### config.mk
export PLATFORM = sky130hd
export DESIGN_NAME = ccflag_unit
export DESIGN_NICKNAME = d
export VERILOG_FILES = /design/src/rtl/ccflag_pkg.sv /design/src/rtl/ccflag_rstsync.sv /design/src/rtl/ccflag_chan.sv /design/src/rtl/ccflag_regif.sv /design/src/rtl/ccflag_unit.sv
export SDC_FILE = /design/constraint.sdc
export NUM_CORES = 1
export LEC_CHECK = 0
export ABC_AREA = 1
export BUFFER_PORTS_ARGS = -buffer_cell sky130_fd_sc_hd__clkbuf_2
export CAP_MARGIN = 20
export CORE_MARGIN = 4
export CORE_UTILIZATION = 40
export DETAILED_ROUTE_END_ITERATION = 8
export GPL_ROUTABILITY_DRIVEN = 1
export PLACE_DENSITY = 0.71
export REMOVE_ABC_BUFFERS = 1
export SLEW_MARGIN = 40
export SYNTH_ARGS = -nofsm -noshare
export SYNTH_HDL_FRONTEND = slang
export SYNTH_SLANG_ARGS = --single-unit
### constraint.sdc
create_clock -name clk -period 4.5 [get_ports clk]
set_input_delay 0.9 -clock clk [delete_from_list [all_inputs] [get_ports clk]]
set_output_delay 0.9 -clock clk [all_outputs]
set_load 0.01 [all_outputs]
### src/rtl/ccflag_pkg.sv
package ccflag_pkg;

  // Per-channel controls decoded from the register bus
  typedef struct packed {
    logic clr_cc;   // write-one-to-clear of the event flag
    logic clr_ov;   // write-one-to-clear of the over-capture flag
    logic rd_reg;   // bus read of the channel register
    logic wr_reg;   // bus write of the channel register
  } chan_ctl_t;

endpackage

### src/rtl/ccflag_rstsync.sv
module ccflag_rstsync (
  input  logic clk,
  input  logic rst_n,
  output logic rst_sync_n
);

  logic [1:0] sync_q;
  logic [1:0] sync_d;

  always_comb begin
    sync_d = {sync_q[0], 1'b1};
  end

  always_ff @(posedge clk or negedge rst_n) begin
    if (!rst_n) begin
      sync_q <= 2'b00;
    end else begin
      sync_q <= sync_d;
    end
  end

  assign rst_sync_n = sync_q[1];

endmodule

### src/rtl/ccflag_chan.sv
module ccflag_chan
  import ccflag_pkg::*;
#(
  parameter int CNT_W = 16
) (
  input  logic             clk,
  input  logic             rst_n,
  input  logic [CNT_W-1:0] cnt_i,
  input  logic             center_i,
  input  logic             up_i,
  input  logic             is_in_i,
  input  logic             cap_i,
  input  chan_ctl_t        ctl_i,
  input  logic [CNT_W-1:0] wdata_i,
  output logic [CNT_W-1:0] ccr_o,
  output logic             cc_o,
  output logic             ov_o
);

  logic [CNT_W-1:0] ccr_q, ccr_d;
  logic             ccr_en;
  logic             cc_q, cc_d;
  logic             ov_q, ov_d;
  logic             dir_ok, match_hit, cap_hit, cc_clr;

  always_comb begin
    // center-aligned counting qualifies a match only on the way up
    dir_ok    = !center_i || up_i;
    match_hit = !is_in_i && dir_ok && (cnt_i == ccr_q);
    cap_hit   = is_in_i && cap_i;
    cc_clr    = ctl_i.clr_cc || (is_in_i && ctl_i.rd_reg);

    ccr_en = cap_hit || ctl_i.wr_reg;
    ccr_d  = cap_hit ? cnt_i : wdata_i;

    // a hardware set takes priority over any clear
    if (match_hit || cap_hit) begin
      cc_d = 1'b1;
    end else if (cc_clr) begin
      cc_d = 1'b0;
    end else begin
      cc_d = cc_q;
    end

    if (cap_hit && cc_q) begin
      ov_d = 1'b1;
    end else if (ctl_i.clr_ov) begin
      ov_d = 1'b0;
    end else begin
      ov_d = ov_q;
    end
  end

  always_ff @(posedge clk or negedge rst_n) begin
    if (!rst_n) begin
      ccr_q <= '0;
      cc_q  <= 1'b0;
      ov_q  <= 1'b0;
    end else begin
      if (ccr_en) begin
        ccr_q <= ccr_d;
      end
      cc_q <= cc_d;
      ov_q <= ov_d;
    end
  end

  assign ccr_o = ccr_q;
  assign cc_o  = cc_q;
  assign ov_o  = ov_q;

endmodule

### src/rtl/ccflag_regif.sv
module ccflag_regif
  import ccflag_pkg::*;
#(
  parameter int NCH    = 4,
  parameter int CNT_W  = 16,
  parameter int ADDR_W = 3
) (
  input  logic                 bus_sel_i,
  input  logic                 bus_wr_i,
  input  logic [ADDR_W-1:0]    bus_addr_i,
  input  logic [CNT_W-1:0]     bus_wdata_i,
  input  logic [NCH-1:0]       cc_i,
  input  logic [NCH-1:0]       ov_i,
  input  logic [NCH*CNT_W-1:0] ccr_i,
  output chan_ctl_t [NCH-1:0]  ctl_o,
  output logic [CNT_W-1:0]     rdata_o
);

  localparam int STAT_W = 2 * NCH;

  logic stat_wr, rd_sel, wr_sel;

  always_comb begin
    rd_sel  = bus_sel_i && !bus_wr_i;
    wr_sel  = bus_sel_i && bus_wr_i;
    stat_wr = wr_sel && (bus_addr_i == ADDR_W'(0));
    ctl_o   = '0;
    for (int k = 0; k < NCH; k++) begin
      ctl_o[k].clr_cc = stat_wr && bus_wdata_i[k];
      ctl_o[k].clr_ov = stat_wr && bus_wdata_i[NCH+k];
      ctl_o[k].rd_reg = rd_sel && (bus_addr_i == ADDR_W'(k + 1));
      ctl_o[k].wr_reg = wr_sel && (bus_addr_i == ADDR_W'(k + 1));
    end
  end

  always_comb begin
    rdata_o = '0;
    if (rd_sel) begin
      if (bus_addr_i == ADDR_W'(0)) begin
        rdata_o[STAT_W-1:0] = {ov_i, cc_i};
      end
      for (int k = 0; k < NCH; k++) begin
        if (bus_addr_i == ADDR_W'(k + 1)) begin
          rdata_o = ccr_i[k*CNT_W +: CNT_W];
        end
      end
    end
  end

endmodule

### src/rtl/ccflag_unit.sv
module ccflag_unit
  import ccflag_pkg::*;
#(
  parameter int NCH   = 4,
  parameter int CNT_W = 16,
  localparam int ADDR_W = $clog2(NCH + 1)
) (
  input  logic              clk,
  input  logic              rst_n,
  input  logic [CNT_W-1:0]  cnt_i,
  input  logic              center_i,
  input  logic              cnt_up_i,
  input  logic [NCH-1:0]    dir_in_i,
  input  logic [NCH-1:0]    cap_i,
  input  logic              bus_sel_i,
  input  logic              bus_wr_i,
  input  logic [ADDR_W-1:0] bus_addr_i,
  input  logic [CNT_W-1:0]  bus_wdata_i,
  output logic [CNT_W-1:0]  bus_rdata_o,
  output logic [NCH-1:0]    cc_flag_o,
  output logic [NCH-1:0]    ovc_flag_o
);

  logic                 rst_sync_n;
  chan_ctl_t [NCH-1:0]  ctl;
  logic [NCH*CNT_W-1:0] ccr_flat;

  ccflag_rstsync u_rst (
    .clk        (clk),
    .rst_n      (rst_n),
    .rst_sync_n (rst_sync_n)
  );

  ccflag_regif #(
    .NCH    (NCH),
    .CNT_W  (CNT_W),
    .ADDR_W (ADDR_W)
  ) u_regif (
    .bus_sel_i   (bus_sel_i),
    .bus_wr_i    (bus_wr_i),
    .bus_addr_i  (bus_addr_i),
    .bus_wdata_i (bus_wdata_i),
    .cc_i        (cc_flag_o),
    .ov_i        (ovc_flag_o),
    .ccr_i       (ccr_flat),
    .ctl_o       (ctl),
    .rdata_o     (bus_rdata_o)
  );

  for (genvar g = 0; g < NCH; g++) begin : g_chan
    ccflag_chan #(
      .CNT_W (CNT_W)
    ) u_chan (
      .clk      (clk),
      .rst_n    (rst_sync_n),
      .cnt_i    (cnt_i),
      .center_i (center_i),
      .up_i     (cnt_up_i),
      .is_in_i  (dir_in_i[g]),
      .cap_i    (cap_i[g]),
      .ctl_i    (ctl[g]),
      .wdata_i  (bus_wdata_i),
      .ccr_o    (ccr_flat[g*CNT_W +: CNT_W]),
      .cc_o     (cc_flag_o[g]),
      .ov_o     (ovc_flag_o[g])
    );
  end

endmodule

==> results.txt <==
outcome: completed
CTS tree: done
most frequent cell after synthesis: sky130_fd_sc_hd__nand2_1
Placeable Area: 0.01257 mm^2
initial core utilization: 40.64%
IR Drop Worst-Case VDD: 0.0001947 V
die span in y: 121.0 um
drt drc: 0
Hold Buf Count CTS: 0
power share of the combinational group: 23.1%
layout net count: 870
antenna violations before repair: 0
number of instances resized during post-cts repair: 0
number of endpoints with negative hold slack in the final report: 0
EDFF count, synth: 0
largest net degree at the start of global routing: 47
actual transition at the worst max-transition pin: 0.6436 ns
overall via count from detail_route: 5261
area of the mapped netlist: 0.005107 mm^2
yosys warns: 0
area leader, netlist: sky130_fd_sc_hd__dfrtp_1
routed len/inst: 16.27 um
detailed-router iteration count before antenna repair: 5
final worst path period share: 74.06%
fraction of the yosys area taken by sequential cells: 36.26%
Avg Inst Size Synth: 6.650 um^2
element type at the critical path end: output pin
Syn-to-layout area delta: 15.38%
TNS Setup: 0 ns
gr ovfl total: 0
maximum clock rate: 300.1 MHz
fill count: 1280
count of endpoints failing setup in the final report: 0
P per Cell Area: 353.9 mW/mm^2
critical path class: primary input to output pin
RSZ-0062 raised after global routing: false
post-place instance area: 0.005575 mm^2
critical path data arrival time: 2.43 ns
leading post-synthesis cells by instance count: 267 x sky130_fd_sc_hd__nand2_1, 85 x sky130_fd_sc_hd__inv_1, 76 x sky130_fd_sc_hd__o21ai_0
clock root buffer: sky130_fd_sc_hd__clkbuf_16
Bufs on Longest Clock Path: 2
area of the multi-input gates: 0.002709 mm^2
HPWL after detailed placement: 11490 um
clock-pin slew of the registers on the worst-case setup and hold paths: 0.06 ns
hold crit path type: flip-flop to asynchronous set/reset pin
antenna violation net count after detailed routing: 0
required time of the critical path: 3.60 ns
final critical path time including I/O delays and setup: 3.333 ns
Max Transition Viols Final: 0
post-detailed-routing wire length: 16240 um
total of max-cap violations: 0
Setup Fix Bufs, Post-CTS: 0
Cell variety after synth: 30
Synth async-reset ratio: 100.0%
count of routing violations after the opening detailed-route iteration: 439
switching component of the power: 0.6688 mW
Total GRT Usage: 22.42%
number of port buffers: 72
number of buffers created by CTS: 9
FF+latch area: 0.001853 mm^2
die width: 121.0 um
via count of the first global-routing pass: 4734
Power Internal: 1.417 mW
overall die area: 0.01464 mm^2
placer congestion estimate: 0.9365
static power due to leakage: 2.799 nW
Sinks on Clock Net: 74
Main synth FF type: sky130_fd_sc_hd__dfrtp_1
area share of the largest cell type after synthesis: 36.26%
wire length of the first global-routing pass: 25340 um
final setup skew: 0.006920 ns
CTS H-tree depth: 3
ant diodes: 0
startpoint class of the critical path: primary input
count of boundary I/O pins: 73
Clock Power Share: 37.0%
Sequential Power Share: 39.9%
maximum fanout count along the critical path: 19
fraction of layout cells with a size suffix above 1: 13.80%
max_slew headroom: 57.09%
flop and latch count out of synthesis: 74
insertion delay to the later sink of the worst-skew pair: 0.34 ns
final cell utilization of the core: 46.89%
Placement Rows: 41
cells taking the most area after synthesis: sky130_fd_sc_hd__dfrtp_1 36%, sky130_fd_sc_hd__nand2_1 20%, sky130_fd_sc_hd__o211ai_1 9.6%
post-layout instance area: 0.005893 mm^2
number of cells produced by synthesis: 768
fraction of power spent switching nets: 32.07%
via/cell ratio: 5.272
-- worst max-delay path, cell delays in order --
cell	delay, ns
sky130_fd_sc_hd__clkbuf_2	0.17
sky130_fd_sc_hd__nor2_4	0.16
sky130_fd_sc_hd__nand2_1	0.39
sky130_fd_sc_hd__buf_4	0.36
sky130_fd_sc_hd__o21ai_0	0.09
sky130_fd_sc_hd__nor2_1	0.07
sky130_fd_sc_hd__nor2_1	0.14
sky130_fd_sc_hd__clkbuf_2	0.16
-- metal layers --
metal	track usage, %	wire length (um)
met5	0	0
met1	30.54	7122
met3	5.035	1371
met2	35.50	7433
met4	7.011	312
-- cells in the final DEF (no fill, tap or decap), types with 9 or more instances in the layout --
cell	n
sky130_fd_sc_hd__nand2_1	267
sky130_fd_sc_hd__inv_1	82
sky130_fd_sc_hd__o21ai_0	76
sky130_fd_sc_hd__dfrtp_1	73
sky130_fd_sc_hd__clkbuf_2	72
sky130_fd_sc_hd__nor2_1	65
sky130_fd_sc_hd__o211ai_1	65
sky130_fd_sc_hd__o21ai_1	17
sky130_fd_sc_hd__nand3_1	17
sky130_fd_sc_hd__a21oi_1	16
sky130_fd_sc_hd__nand4_1	9
sky130_fd_sc_hd__clkbuf_16	9
-- cells by family (layout without fill, tap and decap cells) --
logic type / after synthesis / in the layout / synth area share [%]
AND/OR/NAND/NOR: 368 / 368 / 28.86
AO/OA/AOI/OAI: 190 / 190 / 22.73
buffers and inverters: 127 / 185 / 10.71
flip-flops: 74 / 74 / 36.26
XOR/XNOR: 8 / 8 / 1.372
other: 1 / 1 / 0.07342
-- metrics by stage --
step | hold WS (ns) | setup WS (ns) | instances | total power [mW]
after global routing | 0.3314 | 1.010 | 998 | 2.194
after floorplan | 0.3312 | 1.701 | 729 | 1.136
after CTS | 0.3156 | 1.187 | 998 | 2.088
final | 0.2989 | 1.167 | 998 | 2.086
after global placement | 0.3049 | 1.213 | 980 | 1.301
after detailed placement | 0.3144 | 1.196 | 982 | 1.315
-- area by class of cell --
class / instances / share of cell area [%]
Clock buffer: 15 / 4.883
Clock inverter: 1 / 0.5096
Multi-Input combinational cell: 567 / 45.97
Inverter: 88 / 5.605
Timing Repair Buffer: 81 / 7.941
Sequential cell: 74 / 31.44
Tap cell: 172 / 3.652
-- state kept, by name (all words and copies together) (netlist names) --
signal               count
g_chan.u_chan.cc_o       4
g_chan.u_chan.ov_o       4
u_rst.sync_q             2
g_chan.u_chan.ccr_o     64
-- path summary, 6_finish.rpt --
check / slack, ns / cells after the start / endpoint / from
worst max register to register: 3.13 / 1 / g_chan[0].u_chan.ccr_o[6]$_DFFE_PN0P_ / u_rst.sync_q[1]$_DFF_PN0_
min in group clk: 0.35 / 0 / u_rst.sync_q[1]$_DFF_PN0_ / u_rst.sync_q[0]$_DFF_PN0_
worst min register to register: 0.30 / 0 / g_chan[0].u_chan.ccr_o[13]$_DFFE_PN0P_ / u_rst.sync_q[1]$_DFF_PN0_
worst min-delay path: 0.30 / 0 / g_chan[0].u_chan.ccr_o[13]$_DFFE_PN0P_ / u_rst.sync_q[1]$_DFF_PN0_
worst max-delay path: 1.17 / 8 / bus_rdata_o[8] / bus_addr_i[0]
max in group asynchronous: 3.13 / 1 / g_chan[0].u_chan.ccr_o[6]$_DFFE_PN0P_ / u_rst.sync_q[1]$_DFF_PN0_
-- power by group through the flow --
stage / Clock (mW) / Sequential (mW) / Combinational (mW)
floorplan: 0 / 0.831 / 0.305
global placement: 0 / 0.840 / 0.461
detailed placement: 0 / 0.841 / 0.474
CTS: 0.780 / 0.830 / 0.478
global route: 0.806 / 0.845 / 0.543
finish: 0.773 / 0.832 / 0.481
No activity file was read; power rests on OpenSTA's default activity.
